[src/rtl/wdk_pkg.sv]
package wdk_pkg;

    typedef enum logic [1:0] {
        WD_RUN  = 2'd0,
        WD_OFF  = 2'd1,
        WD_BITE = 2'd2
    } wd_state_e;

    typedef enum logic {
        KEY_IDLE  = 1'b0,
        KEY_ARMED = 1'b1
    } key_state_e;

    typedef struct packed {
        logic       flag;
        logic       dis;
        logic [2:0] chk;
        logic [2:0] ps;
    } ctrl_word_t;

    localparam logic [2:0] CHECK_PATTERN = 3'b101;
    localparam logic [7:0] KEY_FIRST     = 8'h55;
    localparam logic [7:0] KEY_SECOND    = 8'hAA;

endpackage

[src/rtl/wdk_prescaler.sv]
module wdk_prescaler #(
    parameter int BASE_DIV = 512,
    parameter int PS_W     = 3
) (
    input  logic            clk,
    input  logic            rst_n,
    input  logic            run,
    input  logic            clr,
    input  logic [PS_W-1:0] ps,
    output logic            tick
);
    localparam int MAX_SHIFT = (1 << PS_W) - 2;
    localparam int DIV_MAX   = BASE_DIV << MAX_SHIFT;
    localparam int CW        = $clog2(DIV_MAX + 1);

    logic [CW-1:0]   div_cnt;
    logic [CW-1:0]   div_lim;
    logic [PS_W-1:0] shamt;

    always_comb begin
        shamt   = (ps == '0) ? '0 : ps - PS_W'(1);
        div_lim = (CW'(BASE_DIV) << shamt) - CW'(1);
        tick    = run && (div_cnt >= div_lim);
    end

    always_ff @(posedge clk or negedge rst_n) begin
        if (!rst_n)             div_cnt <= '0;
        else if (clr || !run)   div_cnt <= '0;
        else if (tick)          div_cnt <= '0;
        else                    div_cnt <= div_cnt + CW'(1);
    end
endmodule

[src/rtl/wdk_counter.sv]
module wdk_counter #(
    parameter int CNT_W = 8
) (
    input  logic             clk,
    input  logic             rst_n,
    input  logic             run,
    input  logic             clr,
    input  logic             tick,
    output logic             ovf,
    output logic [CNT_W-1:0] cnt
);
    assign ovf = tick && (cnt == '1);

    always_ff @(posedge clk or negedge rst_n) begin
        if (!rst_n)           cnt <= '0;
        else if (clr || !run) cnt <= '0;
        else if (tick)        cnt <= cnt + CNT_W'(1);
    end
endmodule

[src/rtl/wdk_key_fsm.sv]
module wdk_key_fsm (
    input  logic       clk,
    input  logic       rst_n,
    input  logic       key_wr,
    input  logic [7:0] key_data,
    output logic       service
);
    import wdk_pkg::*;

    key_state_e key_q, key_d;

    always_ff @(posedge clk or negedge rst_n) begin
        if (!rst_n) key_q <= KEY_IDLE;
        else        key_q <= key_d;
    end

    always_comb begin
        key_d = key_q;
        if (key_wr) begin
            unique case (key_q)
                KEY_IDLE:  key_d = (key_data == KEY_FIRST) ? KEY_ARMED : KEY_IDLE;
                KEY_ARMED: key_d = (key_data == KEY_FIRST) ? KEY_ARMED : KEY_IDLE;
                default:   key_d = KEY_IDLE;
            endcase
        end
    end

    always_comb begin
        service = key_wr && (key_q == KEY_ARMED) && (key_data == KEY_SECOND);
    end
endmodule

[src/rtl/keyed_wdog.sv]
module keyed_wdog #(
    parameter int ADDR_W      = 2,
    parameter int CTRL_ADDR   = 0,
    parameter int KEY_ADDR    = 1,
    parameter int BASE_DIV    = 512,
    parameter int CNT_W       = 8,
    parameter int BITE_CYCLES = 8
) (
    input  logic              clk,
    input  logic              rst_n,
    input  logic              wr_en,
    input  logic [ADDR_W-1:0] wr_addr,
    input  logic [7:0]        wr_data,
    input  logic              prot_lift,
    output logic              wd_reset,
    output logic              wd_flag
);
    import wdk_pkg::*;

    localparam int HOLD_W = $clog2(BITE_CYCLES + 1);
    localparam logic [HOLD_W-1:0] HOLD_LAST = HOLD_W'(BITE_CYCLES - 1);

    ctrl_word_t  wr_word;
    logic        ctrl_hit, ctrl_take, ctrl_bad, key_wr, service;
    logic [2:0]  ps_q;
    logic        dis_q, dis_d, flag_q;
    logic        run, tick, ovf;
    logic [CNT_W-1:0] cnt_q;
    wd_state_e   state_q, state_d;
    logic [HOLD_W-1:0] hold_q, hold_d;

    always_comb begin
        wr_word   = ctrl_word_t'(wr_data);
        ctrl_hit  = wr_en && (wr_addr == ADDR_W'(CTRL_ADDR)) && prot_lift;
        ctrl_take = ctrl_hit && (wr_word.chk == CHECK_PATTERN);
        ctrl_bad  = ctrl_hit && (wr_word.chk != CHECK_PATTERN);
        key_wr    = wr_en && (wr_addr == ADDR_W'(KEY_ADDR));
        dis_d     = ctrl_take ? wr_word.dis : dis_q;
        run       = (state_q == WD_RUN);
    end

    // control word fields
    always_ff @(posedge clk or negedge rst_n) begin
        if (!rst_n) begin
            ps_q   <= '0;
            dis_q  <= 1'b0;
            flag_q <= 1'b0;
        end else begin
            if (ctrl_take) begin
                ps_q  <= wr_word.ps;
                dis_q <= wr_word.dis;
            end
            if (ovf)                            flag_q <= 1'b1;
            else if (ctrl_take && wr_word.flag) flag_q <= 1'b0;
        end
    end

    wdk_prescaler #(.BASE_DIV(BASE_DIV), .PS_W(3)) u_pre (
        .clk(clk), .rst_n(rst_n), .run(run), .clr(service), .ps(ps_q), .tick(tick)
    );

    wdk_counter #(.CNT_W(CNT_W)) u_cnt (
        .clk(clk), .rst_n(rst_n), .run(run), .clr(service), .tick(tick),
        .ovf(ovf), .cnt(cnt_q)
    );

    wdk_key_fsm u_key (
        .clk(clk), .rst_n(rst_n), .key_wr(key_wr), .key_data(wr_data), .service(service)
    );

    // state register
    always_ff @(posedge clk or negedge rst_n) begin
        if (!rst_n) begin
            state_q <= WD_RUN;
            hold_q  <= '0;
        end else begin
            state_q <= state_d;
            hold_q  <= hold_d;
        end
    end

    // next-state logic
    always_comb begin
        state_d = state_q;
        hold_d  = hold_q;
        if (ctrl_bad) begin
            state_d = WD_BITE;
            hold_d  = '0;
        end else begin
            unique case (state_q)
                WD_RUN: begin
                    if (ovf) begin
                        state_d = WD_BITE;
                        hold_d  = '0;
                    end else if (ctrl_take && wr_word.dis) begin
                        state_d = WD_OFF;
                    end
                end
                WD_OFF: begin
                    if (ctrl_take && !wr_word.dis) state_d = WD_RUN;
                end
                WD_BITE: begin
                    if (hold_q == HOLD_LAST) state_d = dis_d ? WD_OFF : WD_RUN;
                    else                     hold_d  = hold_q + HOLD_W'(1);
                end
                default: state_d = WD_RUN;
            endcase
        end
    end

    // outputs
    always_comb begin
        wd_reset = (state_q == WD_BITE);
        wd_flag  = flag_q;
    end
endmodule

[config.mk]
export PLATFORM = sky130hd
export DESIGN_NAME = keyed_wdog
export DESIGN_NICKNAME = d
export VERILOG_FILES = /design/src/rtl/wdk_pkg.sv /design/src/rtl/wdk_prescaler.sv /design/src/rtl/wdk_counter.sv /design/src/rtl/wdk_key_fsm.sv /design/src/rtl/keyed_wdog.sv
export SDC_FILE = /design/constraint.sdc
export NUM_CORES = 1
export LEC_CHECK = 0
export BUFFER_PORTS_ARGS = -buffer_cell sky130_fd_sc_hd__buf_2
export CORE_MARGIN = 3
export CORE_UTILIZATION = 45
export DETAILED_ROUTE_END_ITERATION = 12
export HOLD_SLACK_MARGIN = 0.1
export RECOVER_POWER = 50
export SYNTH_ARGS = -nofsm -noshare
export SYNTH_HDL_FRONTEND = slang
export SYNTH_SLANG_ARGS = --single-unit
export TNS_END_PERCENT = 50
[constraint.sdc]
create_clock -name clk -period 3.85 [get_ports clk]
set_input_delay 0 -clock clk [delete_from_list [all_inputs] [get_ports clk]]
set_output_delay 0 -clock clk [all_outputs]
set_load 0.05 [all_outputs]
==> results_dict.tcl <==
set metrics [dict create \
    run_status "finished with violations" \
    violations "max-capacitance violations, max-slew violations" \
    hold_start "wr_addr[1]" \
    setup_tns_ns 0 \
    fin_crit_ns 3.554 \
    dp_slack_ns 0.1127 \
    end_kind "register" \
    synth_area_mm2 0.002226 \
    clockPowerShare_pct 31.0 \
    synth-edff-count 0 \
    worst-path-buf-inv 3 \
    dr.pass1.iters 4 \
    ys.flop_type "dfrtp_1" \
    setup_slack_ns 0.2963 \
    h-tree-depth 2 \
    layout-area-overhead-vs-synth_pct 20.18 \
    synth_xor_area_share_pct 7.083 \
    skew_ns 0.002722 \
    dp_hpwl_mm 3.188 \
    critPathMostFrequentCell "a21oi_1" \
    path_class "reg -> reg" \
    synthAdderAreaFrac_pct 7.307 \
    cp.required_ns 4.06 \
    nets 303 \
    min_to "u_key.key_q$_DFFE_PN0P_" \
    rsz0062_at_grt "false" \
    drc 0 \
    start_util_pct 48.77 \
    seq_power_share_pct 39.4 \
    crit_chain "inv_1 > ha_2 > a21oi_1 > or3b_2 > ha_1 > buf_4 > nor3b_1 > a21oi_1 > ha_1 > nand4_1 > a21oi_1 > nor3_4 > buf_4 > or3_1 > a21oi_1" \
    hp-class "in -> reg" \
    p_switching_w 0.0003835 \
    timing.rr.end "u_cnt.cnt[5]$_DFFE_PN0P_" \
    cp_max_fo 12 \
    synth-simple-area-share_pct 27.77 \
    clk_pin_slew_ns 0.07 \
    die-area_mm2 0.005826 \
    dp_cells 324 \
    grt_max_degree 37 \
    hold_violations 0 \
    cts_max_path_buffers 2 \
    dieWidth_um 76.33 \
    maxSlewHeadroom_pct -34.22 \
    async_flop_share_pct 100.0 \
    max_cap_violations 1 \
    insertion_delay_ns 0.28 \
    grt_pass1_wl_mm 8.321 \
    routabilityCongestion 0.8008 \
    tightest_slew_ns 2.013 \
    p_leak_nw 1.240 \
    critPathArrivalTime_ns 3.76 \
    switching_share_pct 32.53 \
    synth_seq_area_share_pct 40.47 \
    r2r_start "ps_q[2]$_DFFE_PN0P_" \
    ant_nets 0 \
    layout.cells.non_filler 342 \
    drive_above_1_share_pct 16.25 \
    grt_pass1_vias 1878 \
    drtIter0Drc 92 \
    syn-num-nets 266 \
    vdd_drop_max_v 0.0003129 \
    diodes 0 \
    rows 24 \
    crit_slowest_cell "or3b_2" \
    drt_wl_total_mm 4.486 \
    tritoncts "done" \
    yosysUniqueCellTypes 45 \
    synth_top_family_by_area "simple AND/OR/NAND/NOR gates" \
    combinationalPowerShare_pct 29.7 \
    critPathMaxStageDelay_ns 0.46 \
    synth_compound_gate_area_share_pct 12.59 \
    grtUsageTotal_pct 17.19 \
    cts_root_buf "clkbuf_8" \
    drv_slew 37 \
    numCtsBuffers 5 \
    muxShareOfSynthArea_pct 2.473 \
    syn_area_per_cell_um2 9.313 \
    setup_viol 0 \
    critPathLaunchType "register" \
    period_share_pct 92.30 \
    pwr_density_cell_mw_per_mm2 440.7 \
    port_buffers 15 \
    grt-ovfl-total 0 \
    r2r_setup_slack_ns 0.30 \
    ys_ff_latch 36 \
    clkSinkCount 36 \
    num_vias 1826 \
    post_drt_wl_per_cell_um 13.12 \
    viasPerCell 5.339 \
    holdPathStages 3 \
    reg2reg_depth 15 \
    critPathTopFamily "simple AND/OR/NAND/NOR gates" \
    ioPinCount 16 \
    yosys_warnings 0 \
    syn_inst 239 \
    chipHeight_um 76.33 \
    core_mm2 0.004564 \
    fin_util_pct 58.61 \
    antenna_found_initial 0 \
    p_int_w 0.0007953 \
    max_freq_mhz 281.4 \
]
-- what timing repair did --
action | CTS | global route
hold endpoints to repair | 43 | 0
endpoints found under the setup margin | 0 | 27
gates resized for setup | 0 | 7
buffers inserted | 0 | 1
hold buffers | 9 | 0
-- worst min-delay path, delay by kind of cell --
family | cells | cell delay, ns
AO/OA/AOI/OAI | 1 | 0.12
buffers and inverters | 1 | 0.09
AND/OR/NAND/NOR | 1 | 0.20
-- how the worst max path moves through the flow --
stage | from | endpoint | slack [ns] | cells after the start
final | ps_q[2]$_DFFE_PN0P_ | u_cnt.cnt[5]$_DFFE_PN0P_ | 0.30 | 15
after global routing | ps_q[1]$_DFFE_PN0P_ | u_cnt.cnt[6]$_DFFE_PN0P_ | 0.008 | 14
after CTS | ps_q[1]$_DFFE_PN0P_ | u_cnt.cnt[4]$_DFFE_PN0P_ | 0.09 | 16
after detailed placement | ps_q[1]$_DFFE_PN0P_ | u_cnt.cnt[1]$_DFFE_PN0P_ | 0.11 | 16
after global placement | ps_q[1]$_DFFE_PN0P_ | u_cnt.cnt[1]$_DFFE_PN0P_ | 0.21 | 16
after floorplan | ps_q[1]$_DFFE_PN0P_ | u_cnt.cnt[6]$_DFFE_PN0P_ | 0.01 | 17
-- power by group through the flow --
| stage | sequential [W] | combinational, W | clock [W] |
|---|---|---|---|
| 2_1_floorplan | 0.000465 | 0.000246 | 0 |
| 3_3_place_gp | 0.000470 | 0.000346 | 0 |
| 3_5_place_dp | 0.000470 | 0.000348 | 0 |
| 4_1_cts | 0.000462 | 0.000354 | 0.000381 |
| 5_1_grt | 0.000474 | 0.000406 | 0.000397 |
| 6_report | 0.000464 | 0.000350 | 0.000365 |
-- Yosys cell counts (4+ instances only) --
library cell  instances  area (µm²)
a21oi_1              16       80.08
and3_1                6       37.54
dfrtp_1              36       900.9
ha_1                 13       162.7
inv_1                 8       30.03
mux2_2                4       45.04
nand2_1              24       90.09
nand3_1              11       55.05
nand4_1               8       50.05
nor2_1               27       101.4
o21ai_0              12       60.06
or3_1                 4       25.02
xnor2_1               7       61.31
xor2_1               11       96.34
-- state kept, by name, indices dropped and copies added, names as in the netlist --
register	count
dis_q	1
hold_q	4
ps_q	3
state_q	2
u_cnt.cnt	8
u_key.key_q	1
u_pre.div_cnt	16
wd_flag	1
-- cells in the final DEF (no fill, tap or decap), drive strengths merged, types with 2 or more instances in the layout --
cell / instances
o21ai: 12
and2: 3
nand2b: 3
nand4: 9
nand3: 11
nor3b: 2
nand4bb: 2
xnor2: 7
nor2: 27
nor4bb: 2
o31ai: 3
nand3b: 3
nor3: 3
nor4: 2
ha: 13
o211ai: 2
mux2: 4
nand2: 24
xor2: 11
clkbuf: 9
inv: 8
nor2b: 3
o21a: 2
or4: 2
a21oi: 16
and3: 6
dlygate4sd3: 9
buf: 24
and4: 2
or3: 4
dfrtp: 36
-- cell families (layout without fill, tap and decap cells) --
family	Yosys count	count (layout)
adders and majority gates	13	13
buffers and inverters	13	51
muxes	5	5
DFF	36	36
and+or+nand+nor	111	111
AOI/OAI and AO/OA	43	43
xor gates and xnor gates	18	18
-- layout make-up --
cell class | count | area (µm²)
timing repair buffer | 35 | 245.2
fill | 415 | 1889
clock buffer | 7 | 96.34
inverter | 8 | 30.03
tap | 65 | 81.33
multi-input combinational | 190 | 1290
sequential | 36 | 902.1
clock inverter | 1 | 30.03
-- metal layers --
| metal | GRT usage, % | wire [µm] |
|---|---|---|
| met5 | 0 | 0 |
| met4 | 5.435 | 60 |
| met3 | 3.546 | 136 |
| met2 | 28.30 | 2114 |
| met1 | 22.64 | 2174 |
-- per-stage QoR --
step / power, W / instance area, µm² / hold WS (ns)
6_report: 0.001179 / 2675 / 0.1674
3_3_place_gp: 0.0008154 / 2436 / 0.1475
2_1_floorplan: 0.0007112 / 2226 / -0.2956
5_1_grt: 0.001277 / 2675 / 0.1841
4_1_cts: 0.001197 / 2653 / 0.1436
3_5_place_dp: 0.0008175 / 2436 / 0.1514
Note: power is estimated with default switching activity, not from simulation.
